--- src/rtl/cal_pkg.sv ---
package cal_pkg;

    localparam int DIGIT_W     = 4;
    localparam int YEAR_DIGITS = 4;
    localparam int YEAR_W      = YEAR_DIGITS * DIGIT_W;
    localparam int FIELD_W     = 2 * DIGIT_W;

    typedef logic [FIELD_W-1:0] bcd2_t;
    typedef logic [YEAR_W-1:0]  bcd_year_t;

    typedef struct packed {
        bcd2_t day;
    } day_state_t;

    typedef struct packed {
        bcd2_t month;
    } month_state_t;

    typedef struct packed {
        bcd_year_t year;
    } year_state_t;

    // Two-digit BCD number divisible by four: an even tens digit needs units 0/4/8,
    // an odd tens digit needs units 2/6.
    function automatic logic bcd2_div4(input bcd2_t v);
        logic [DIGIT_W-1:0] tens;
        logic [DIGIT_W-1:0] units;
        tens  = v[FIELD_W-1:DIGIT_W];
        units = v[DIGIT_W-1:0];
        if (tens[0] == 1'b0)
            return (units == 4'd0) || (units == 4'd4) || (units == 4'd8);
        else
            return (units == 4'd2) || (units == 4'd6);
    endfunction

    // Two-digit BCD increment without range check.
    function automatic bcd2_t bcd2_inc(input bcd2_t v);
        bcd2_t r;
        if (v[DIGIT_W-1:0] == 4'd9) begin
            r[DIGIT_W-1:0]       = '0;
            r[FIELD_W-1:DIGIT_W] = v[FIELD_W-1:DIGIT_W] + 4'd1;
        end else begin
            r[DIGIT_W-1:0]       = v[DIGIT_W-1:0] + 4'd1;
            r[FIELD_W-1:DIGIT_W] = v[FIELD_W-1:DIGIT_W];
        end
        return r;
    endfunction

endpackage

--- src/rtl/cal_leap_detect.sv ---
module cal_leap_detect
    import cal_pkg::*;
(
    input  bcd_year_t year_i,
    output logic      leap_o
);

    localparam int LOW_HI  = FIELD_W - 1;
    localparam int HIGH_LO = FIELD_W;

    bcd2_t low_pair;
    bcd2_t high_pair;
    logic  century;

    always_comb begin
        low_pair  = year_i[LOW_HI:0];
        high_pair = year_i[YEAR_W-1:HIGH_LO];
        century   = (low_pair == '0);
        // A century year is a leap year only when its first two digits are a multiple of 4.
        leap_o    = century ? bcd2_div4(high_pair) : bcd2_div4(low_pair);
    end

endmodule

--- src/rtl/cal_month_len.sv ---
module cal_month_len
    import cal_pkg::*;
(
    input  bcd2_t month_i,
    input  logic  leap_i,
    output bcd2_t last_day_o
);

    always_comb begin
        unique case (month_i)
            8'h02:                      last_day_o = leap_i ? 8'h29 : 8'h28;
            8'h04, 8'h06, 8'h09, 8'h11: last_day_o = 8'h30;
            default:                    last_day_o = 8'h31;
        endcase
    end

endmodule

--- src/rtl/cal_day_ctr.sv ---
module cal_day_ctr
    import cal_pkg::*;
#(
    parameter bcd2_t RST_DAY = 8'h01
) (
    input  logic  clk_i,
    input  logic  rst_ni,
    input  logic  adv_i,
    input  bcd2_t last_day_i,
    output bcd2_t day_o,
    output logic  mon_carry_o
);

    localparam bcd2_t FIRST_DAY = 8'h01;

    day_state_t st_d, st_q;
    logic       carry_d;

    always_comb begin
        st_d    = st_q;
        carry_d = adv_i && (st_q.day >= last_day_i);
        if (carry_d)
            st_d.day = FIRST_DAY;
        else if (adv_i)
            st_d.day = bcd2_inc(st_q.day);
        else if (st_q.day > last_day_i)
            st_d.day = last_day_i;
    end

    always_ff @(posedge clk_i) begin
        if (!rst_ni)
            st_q.day <= RST_DAY;
        else
            st_q <= st_d;
    end

    assign day_o       = st_q.day;
    assign mon_carry_o = carry_d;


    day_range_chk: assert property (@(posedge clk_i) disable iff (!rst_ni)
        (st_q.day != '0) && (st_q.day[DIGIT_W-1:0] <= 4'd9) && (st_q.day <= 8'h31));


    day_wrap_chk: assert property (@(posedge clk_i) disable iff (!rst_ni)
        mon_carry_o |=> (st_q.day == FIRST_DAY));


    day_clamp_chk: assert property (@(posedge clk_i) disable iff (!rst_ni)
        (!adv_i && (st_q.day > last_day_i)) |=> (st_q.day == $past(last_day_i)));


    day_hold_chk: assert property (@(posedge clk_i) disable iff (!rst_ni)
        (!adv_i && (st_q.day <= last_day_i)) |=> $stable(st_q.day));

endmodule

--- src/rtl/cal_month_ctr.sv ---
module cal_month_ctr
    import cal_pkg::*;
#(
    parameter bcd2_t RST_MONTH = 8'h01
) (
    input  logic  clk_i,
    input  logic  rst_ni,
    input  logic  adv_i,
    output bcd2_t month_o,
    output logic  year_carry_o
);

    localparam bcd2_t FIRST_MONTH = 8'h01;
    localparam bcd2_t LAST_MONTH  = 8'h12;

    month_state_t st_d, st_q;
    logic         carry_d;

    always_comb begin
        st_d    = st_q;
        carry_d = adv_i && (st_q.month == LAST_MONTH);
        if (carry_d)
            st_d.month = FIRST_MONTH;
        else if (adv_i)
            st_d.month = bcd2_inc(st_q.month);
    end

    always_ff @(posedge clk_i) begin
        if (!rst_ni)
            st_q.month <= RST_MONTH;
        else
            st_q <= st_d;
    end

    assign month_o      = st_q.month;
    assign year_carry_o = carry_d;


    month_range_chk: assert property (@(posedge clk_i) disable iff (!rst_ni)
        (st_q.month >= FIRST_MONTH) && (st_q.month <= LAST_MONTH)
        && (st_q.month[DIGIT_W-1:0] <= 4'd9));


    month_wrap_chk: assert property (@(posedge clk_i) disable iff (!rst_ni)
        (adv_i && (st_q.month == LAST_MONTH)) |=> (st_q.month == FIRST_MONTH));


    month_step_chk: assert property (@(posedge clk_i) disable iff (!rst_ni)
        !adv_i |=> $stable(st_q.month));

endmodule

--- src/rtl/cal_year_ctr.sv ---
module cal_year_ctr
    import cal_pkg::*;
#(
    parameter bcd_year_t RST_YEAR = 16'h2000
) (
    input  logic      clk_i,
    input  logic      rst_ni,
    input  logic      adv_i,
    output bcd_year_t year_o
);

    year_state_t            st_d, st_q;
    bcd_year_t              inc_val;
    logic [YEAR_DIGITS:0]   ripple;
    logic [YEAR_DIGITS-1:0] at_nine;

    assign ripple[0] = 1'b1;

    for (genvar g = 0; g < YEAR_DIGITS; g++) begin : g_digit
        logic [DIGIT_W-1:0] dig;
        assign dig             = st_q.year[g*DIGIT_W +: DIGIT_W];
        assign at_nine[g]      = (dig == 4'd9);
        assign ripple[g+1]     = ripple[g] && at_nine[g];
        assign inc_val[g*DIGIT_W +: DIGIT_W] =
            !ripple[g] ? dig : (at_nine[g] ? 4'd0 : dig + 4'd1);


        year_digit_chk: assert property (@(posedge clk_i) disable iff (!rst_ni)
            st_q.year[g*DIGIT_W +: DIGIT_W] <= 4'd9);
    end

    always_comb begin
        st_d = st_q;
        if (adv_i)
            st_d.year = inc_val;
    end

    always_ff @(posedge clk_i) begin
        if (!rst_ni)
            st_q.year <= RST_YEAR;
        else
            st_q <= st_d;
    end

    assign year_o = st_q.year;


    year_hold_chk: assert property (@(posedge clk_i) disable iff (!rst_ni)
        !adv_i |=> $stable(st_q.year));

endmodule

--- src/rtl/cal_date_counter.sv ---
module cal_date_counter
    import cal_pkg::*;
#(
    parameter logic [15:0] RST_YEAR  = 16'h2000,
    parameter logic [7:0]  RST_MONTH = 8'h01,
    parameter logic [7:0]  RST_DAY   = 8'h01
) (
    input  logic        clk_i,
    input  logic        rst_ni,
    input  logic        day_tick_i,
    input  logic        day_key_i,
    input  logic        month_key_i,
    input  logic        year_key_i,
    output logic [15:0] year_o,
    output logic [7:0]  month_o,
    output logic [7:0]  day_o
);

    logic      day_adv;
    logic      month_adv;
    logic      year_adv;
    logic      mon_carry;
    logic      year_carry;
    logic      leap;
    bcd2_t     last_day;
    bcd2_t     month_q;
    bcd2_t     day_q;
    bcd_year_t year_q;

    assign day_adv   = day_tick_i | day_key_i;
    assign month_adv = mon_carry | month_key_i;
    assign year_adv  = year_carry | year_key_i;

    cal_leap_detect u_leap (
        .year_i (year_q),
        .leap_o (leap)
    );

    cal_month_len u_len (
        .month_i    (month_q),
        .leap_i     (leap),
        .last_day_o (last_day)
    );

    cal_day_ctr #(.RST_DAY(RST_DAY)) u_day (
        .clk_i       (clk_i),
        .rst_ni      (rst_ni),
        .adv_i       (day_adv),
        .last_day_i  (last_day),
        .day_o       (day_q),
        .mon_carry_o (mon_carry)
    );

    cal_month_ctr #(.RST_MONTH(RST_MONTH)) u_month (
        .clk_i        (clk_i),
        .rst_ni       (rst_ni),
        .adv_i        (month_adv),
        .month_o      (month_q),
        .year_carry_o (year_carry)
    );

    cal_year_ctr #(.RST_YEAR(RST_YEAR)) u_year (
        .clk_i  (clk_i),
        .rst_ni (rst_ni),
        .adv_i  (year_adv),
        .year_o (year_q)
    );

    assign year_o  = year_q;
    assign month_o = month_q;
    assign day_o   = day_q;


    carry_chain_chk: assert property (@(posedge clk_i) disable iff (!rst_ni)
        (mon_carry && !month_key_i && (month_q != 8'h12)) |=> $stable(year_q));

endmodule

--- config.mk ---
export PLATFORM = sky130hd
export DESIGN_NAME = cal_date_counter
export DESIGN_NICKNAME = d
export VERILOG_FILES = /design/src/rtl/cal_pkg.sv /design/src/rtl/cal_leap_detect.sv /design/src/rtl/cal_month_len.sv /design/src/rtl/cal_day_ctr.sv /design/src/rtl/cal_month_ctr.sv /design/src/rtl/cal_year_ctr.sv /design/src/rtl/cal_date_counter.sv
export SDC_FILE = /design/constraint.sdc
export NUM_CORES = 1
export LEC_CHECK = 0
export BUFFER_PORTS_ARGS = -buffer_cell sky130_fd_sc_hd__buf_2
export CAP_MARGIN = 20
export CORE_MARGIN = 2
export CORE_UTILIZATION = 25
export DETAILED_ROUTE_END_ITERATION = 10
export PLACE_DENSITY = 0.44
export SKIP_LAST_GASP = 1
export SLEW_MARGIN = 20
export SYNTH_ARGS = -nofsm -noshare
export SYNTH_HDL_FRONTEND = slang
export SYNTH_SLANG_ARGS = --single-unit
--- constraint.sdc ---
create_clock -name clk_i -period 7.5 [get_ports clk_i]
set_input_delay 1.5 -clock clk_i [delete_from_list [all_inputs] [get_ports clk_i]]
set_output_delay 1.5 -clock clk_i [all_outputs]
set_load 0.05 [all_outputs]
[Word-level counts from Yosys, hierarchy flattened]
Index checks and enable logic that the tools add are counted.
Storage, ports and cells
  flip-flop bits (word level): 32
  latch bits: 0
  memory bits (writable): 0
  ROM bits: 0
  word-level logic and storage cells: 78
  memories: 0
Cells by class
  add/sub/neg operators: 8
  $mul: 0
  divide/modulo/power cells: 0
  order comparisons: 2
  eq/ne operators: 21
  shift-type cells: 0
  mux-type cells: 13
  bitwise gates (word level): 4
  reductions and logical operators: 22
Operator list (number)
  4-bit by 1-bit adder with 4-bit output (second input constant): 8
  4-bit == test (second input constant): 8
  8-bit 2-to-1 mux: 3
  4-bit 2-to-1 mux: 5
  4-bit by 3-bit == test with 1-bit output (second input constant): 4
  8-bit by 3-bit == test with 1-bit output (second input constant): 2
  8-bit by 5-bit == test with 1-bit output (second input constant): 2
  8-bit one-hot mux with 2 select lines: 1
  2-bit AND reduction: 5
  4-bit by 2-bit == test with 1-bit output (second input constant): 2
  8-bit by 2-bit == test with 1-bit output (second input constant): 1
  8-bit by 4-bit == test with 1-bit output (second input constant): 1
  8-bit >= comparator: 1
  8-bit greater-than comparator: 1
  4-bit logical NOT: 2
  8-bit logical NOT: 1
  1-bit logical OR: 6
  1-bit logical AND: 4
  1-bit 2-to-1 mux: 4
  2-bit OR reduction: 2
  4-bit OR reduction: 1
  1-bit bitwise OR: 3
  2-bit != test (second input constant): 1
  2-bit nonzero test: 1
  1-bit inverter: 1

[Depth between registers and ports, before layout]
  depth after elaboration: 13
  mapped depth: 13
  depth with buffers taken out: 12

[By module]
A second synthesis with hierarchy kept.
Second synthesis, totals
  cells, all modules: 260
  area, all modules: 2235.9 µm²
By module, submodules not included
  cal_year_ctr: instances 1, cells an instance 91, area each 838.3 µm², seq. area each 320.3 µm²
  cal_day_ctr: instances 1, cells an instance 94, area each 716.9 µm², seq. area each 160.2 µm²
  cal_month_ctr: instances 1, cells an instance 46, area each 450.4 µm², seq. area each 160.2 µm²
  cal_month_len: instances 1, cells an instance 16, area each 115.1 µm², seq. area each 0.0 µm²
  cal_leap_detect: instances 1, cells an instance 10, area each 96.3 µm², seq. area each 0.0 µm²
  cal_date_counter: instances 1, cells an instance 3, area each 18.8 µm², seq. area each 0.0 µm²

[Least setup slack after synthesis]
Ideal clock, no wire load.
  path type: register -> register
  start: register u_year.st_q, in the netlist u_year.year_o[9]
  end: register u_month.st_q, in the netlist u_month.month_o[7]
  library setup time: 0.068 ns
  arrival time: 3.049 ns
  data required time: 7.432 ns
  path slack: 4.383 ns
  cell stages (with the launch flop): 14
  period minus slack after synthesis: 3.117 ns
  path through: dfxtp_1 > clkbuf_1 > a211o_1 > a21oi_1 > o21ai_0 > a32o_1 > inv_1 > ha_1 > nor4b_2 > o311a_4 > and2_4 > buf_6 > or4_4 > a21oi_2
On the way
  longest elaborated chain between the ends: 12
  elaborated cells between the ends (all ways): 18
Ends and longest elaborated chain
  start, declared: line cal_year_ctr.sv:12  | year_state_t st_d, st_q;
  start signal, assigned: line cal_year_ctr.sv:42  | st_q <= st_d;
  4-bit by 3-bit == test with 1-bit output / 4-bit logical NOT (equally long branches): line cal_pkg.sv:31  | return (units == 4'd0) || (units == 4'd4) || (units == 4'd8);
  1-bit logical OR (2 in a row): line cal_pkg.sv:31
  1-bit 2-to-1 mux (*): line cal_pkg.sv:30  | if (tens[0] == 1'b0)
  1-bit 2-to-1 mux (*): line cal_leap_detect.sv:20  | leap_o = century ? bcd2_div4(high_pair) : bcd2_div4(low_pair);
  1-bit 2-to-1 mux (*): line cal_month_len.sv:11  | 8'h02: last_day_o = leap_i ? 8'h29 : 8'h28;
  8-bit one-hot mux with 2 select lines (*): line cal_month_len.sv:10  | unique case (month_i)
  8-bit >= comparator (*): line cal_day_ctr.sv:21  | carry_d = adv_i && (st_q.day >= last_day_i);
  1-bit logical AND (*): line cal_day_ctr.sv:21
  1-bit bitwise OR (*): line cal_date_counter.sv:31  | assign month_adv = mon_carry | month_key_i;
  1-bit logical AND: line cal_month_ctr.sv:21  | carry_d = adv_i && (st_q.month == LAST_MONTH);
  2-bit OR reduction (no source line)
  end signal, assigned: line cal_month_ctr.sv:32  | st_q <= st_d;
  end, declared: line cal_month_ctr.sv:16  | month_state_t st_d, st_q;
Every way passes the cells marked *; elsewhere a longest branch is shown, timed or not.
A chain may end at the register's enable or synchronous reset.

[Worst setup path after layout]
  start: register u_month.st_q, in the netlist u_month.month_o[1]
  end: register u_year.st_q, in the netlist u_year.year_o[7]
On the way
  longest elaborated chain between the ends: 9
  elaborated cells between the ends (all ways): 14
Ends and longest elaborated chain
  8-bit by 3-bit == test with 1-bit output, or another cell as far along: line cal_month_len.sv:10
  4-bit OR reduction: line cal_month_len.sv:10
  8-bit one-hot mux with 2 select lines: line cal_month_len.sv:10
  8-bit >= comparator: line cal_day_ctr.sv:21
  1-bit logical AND: line cal_day_ctr.sv:21
  1-bit bitwise OR: line cal_date_counter.sv:31
  1-bit logical AND (*): line cal_month_ctr.sv:21
  1-bit bitwise OR (*): line cal_date_counter.sv:32  | assign year_adv = year_carry | year_key_i;
  2-bit AND reduction (no source line) (*)
Marked as above.

==> impl_results.md <==
- Status: finished clean
- Peak supply drop: 0.0641 mV
- Period minus WS final: 3.06 ns
- Total CTS buffers: 5
- CTS tree: done
- Final Max Tran Viols: 0
- Fmax: 326 MHz
- Non-Filler Instances: 388
- Ys async rst share: 0
- Hpwl dp: 3.97 mm
- Max-Slew Margin vs Limit: 0.607
- Worst Clk Skew: 0.00386 ns
- Number of gates resized after CTS: 0
- GPL Wtd Cong: 0.718
- Worst-margin pin slew: 0.586 ns
- Critical Path RT: 7.71 ns
- Cell Pwr Density: 161 mW/mm2
- Reg-to-Reg Start: u_month.month_o[1]$_SDFFE_PP0P_
- Fillers: 880
- Fin Setup TNS: 0 ns
- Final period utilization: 0.409
- Avg WL per Cell: 13.8 um
- Comb power frac: 0.166
- Share of layout cells above drive strength 1: 0.199
- Tot Pwr: 0.387 mW
- Sequential area share after synthesis: 0.313
- Starting Density: 0.261
- IO buf count: 37
- Final instance area: 0.00240 mm2
- Top FF cell, synth: dfxtp_1
- Leak: 0.983 nW
- Startpoint types: flip-flop
- Setup Buffers After CTS: 0
- Syn Area/Cell: 8.15 um2
- Routed vias/inst: 4.97
- Clock insertion delay at the later pin of the skew report: 0.28 ns
- Clock tree buffer depth: 2
- Die Ht: 94.5 um
- Critical path class: reg2reg
- Largest net degree at the start of global routing: 18
- Syn Inst Count: 251
- Hold path cells: 2
- Critical R2R Capture: u_year.year_o[7]$_SDFFE_PN0P_
- Vias in the first global route: 1,819
- Clock slew at reported path FFs: 0.07 ns
- Compound-Gate Fraction of Synth Area: 0.233
- Routed WL: 5.35 mm
- Die W: 94.5 um
- DIE AREA: 0.00892 mm2
- Min-Delay Path Class: reg2reg
- Core Area: 0.00785 mm2
- Min Hold Slack: 0.513 ns
- Final hold vios: 0
- Final-report setup violation count: 0
- Sw Pwr: 0.117 mW
- Simple-gate share of the synthesized area: 0.286
- Syn. warnings: 0
- Hold Crit Start: u_month.month_o[7]$_SDFFE_PP0P_
- Post-DP Area: 0.00231 mm2
- CP arrival: 3.27 ns
- Syn nets: 266
- FF-to-FF setup slack: 4.44 ns
- Seq pwr share: 0.475
- Root Buffer Master: clkbuf_8
- Clk pwr share: 0.359
- Initial antenna violation count: 0
- Synthesized area: 0.00205 mm2
- Io pins: 38
- Detailed-route DRC error count: 0
- Total GRT Usage: 0.127
- Yosys reg bits: 32
- Critical Path Fanout Max: 9
- Final #Nets: 300
- Total global routing overflow: 0
- CTS H-tree depth: 2
- Clk sinks: 32
- Hold path endpoint: u_month.month_o[7]$_SDFFE_PP0P_
- Crit end category: flip-flop
- Num rows: 32
- Ant diodes: 0
- Synth unique cells: 58
- Placed Cells: 380
- Switching share of power: 0.303
- Number of synthesized flops with an enable pin: 0
- Int Power: 0.270 mW
- Antenna Violating Nets Remaining: 0
- Pre-antenna DRT Iters: 4
- First-pass GRT wire length: 8.93 mm
- Initial DRC Count: 64
- RSZ-0062 raised after global routing: false
- Worst Reg-to-Reg Cells: 10
- Area share of xor/xnor cells in the synthesized design: 0.00428
- Max Cap Violations: 0
- Combinational family with the most area after synthesis: simple AND/OR/NAND/NOR gates
- Post-synthesis mux area share: 0.0538
- Hold Buf Count CTS: 0
- P&R area growth vs syn: 17.4%
- DR vias: 1,929
- Post-synthesis adder-cell area fraction: 0.0550
[routing by layer]
layer,track usage,share of wire,vias to the layer above
met5,0,0,-
met4,0.0399,0.013,0
met3,0.0295,0.037,5
met2,0.197,0.44,35
met1,0.173,0.51,902
li1,-,-,987
[worst max-delay path, cell delays in order, from the launching register on]
cell and delay [ns]:
dfxtp_1 0.48, nor2b_1 0.28, and4_1 0.34, a32o_1 0.23, inv_1 0.05, ha_1 0.16
nor4b_2 0.17, o311ai_2 0.43, o211ai_1 0.20, or4_1 0.49, a31oi_1 0.16
[stage by stage]
stage | util | setup slack, ns
floorplan | - | 4.38
global placement | 0.294 | 4.47
detailed placement | 0.294 | 4.49
CTS | 0.306 | 4.46
global route | 0.306 | 4.22
finish | 0.306 | 4.44
[Yosys cell counts (all sizes together) (2+ instances only)]
cell type	number	share of area
dfxtp	32	0.31
nand2	26	0.049
a21oi	22	0.056
nor2	22	0.040
inv	16	0.029
o21ai	12	0.029
mux2i	11	0.054
nand3	11	0.027
ha	9	0.055
clkbuf	7	0.013
nand2b	6	0.018
nand3b	6	0.022
nor2b	5	0.015
a211oi	4	0.017
nor3	4	0.0098
or4	4	0.017
a31oi	3	0.0092
and2	3	0.010
buf	3	0.010
nand4	3	0.0092
nand4b	3	0.013
o211ai	3	0.011
o31ai	3	0.011
a211o	2	0.0086
a41oi	2	0.012
and4	2	0.0086
and4bb	2	0.012
nand4bb	2	0.011
nor4bb	2	0.0098
[area by class of cell]
cell class              instances  area [um2]  area share
well taps                     102         128      0.0532
repair buffers                 37         185      0.0771
clock buffers                   8        90.1      0.0375
multi-input cells             193        1300       0.540
inverters                      16        60.1      0.0250
flip-flops and latches         32         641       0.267
[worst max-delay path by stage]
stage / start / end / slack [ns] / cells after the start
2_1_floorplan: u_year.year_o[9]$_SDFFE_PN0P_ / u_month.month_o[7]$_SDFFE_PP0P_ / 4.38 / 13
3_3_place_gp: u_month.month_o[1]$_SDFFE_PP0P_ / u_year.year_o[7]$_SDFFE_PN0P_ / 4.47 / 10
3_5_place_dp: u_month.month_o[1]$_SDFFE_PP0P_ / u_year.year_o[7]$_SDFFE_PN0P_ / 4.49 / 10
4_1_cts: u_month.month_o[1]$_SDFFE_PP0P_ / u_year.year_o[7]$_SDFFE_PN0P_ / 4.46 / 10
5_1_grt: u_month.month_o[1]$_SDFFE_PP0P_ / u_year.year_o[7]$_SDFFE_PN0P_ / 4.22 / 10
6_report: u_month.month_o[1]$_SDFFE_PP0P_ / u_year.year_o[7]$_SDFFE_PN0P_ / 4.44 / 10
[placed cells by master, fill, tap and decap left out, types with 4 or more instances in the layout]
master and n:
clkbuf_8 6, mux2i_1 11, nand2b_1 6, nor2b_1 5, dfxtp_1 32, nand2_1 25
buf_2 37, nor2_1 22, o21ai_0 10, nand3_1 11, a21oi_1 21, nand3b_1 6
nor3_1 4, ha_1 9, inv_1 16
[power by group through the flow]
stage / sequential [mW] / clock (mW) / combinational, mW
floorplan: 0.201 / 0 / 0.0344
global placement: 0.188 / 0 / 0.0641
detailed placement: 0.188 / 0 / 0.0642
CTS: 0.184 / 0.146 / 0.0646
global route: 0.185 / 0.151 / 0.0708
finish: 0.184 / 0.139 / 0.0643
[sequential cells by signal, summed over array words and instances, names as in the netlist]
signal / count
u_day.day_o: 8
u_month.month_o: 8
u_year.year_o: 16
[cells by family after synthesis]
logic type,after synthesis
AO/OA/AOI/OAI,67
AND/OR/NAND/NOR,104
flip-flops,32
other,1
multiplexers,11
XOR/XNOR,1
adder cells (fa/ha/maj),9
buffers and inverters,26
(Power assumes the default switching activity.)
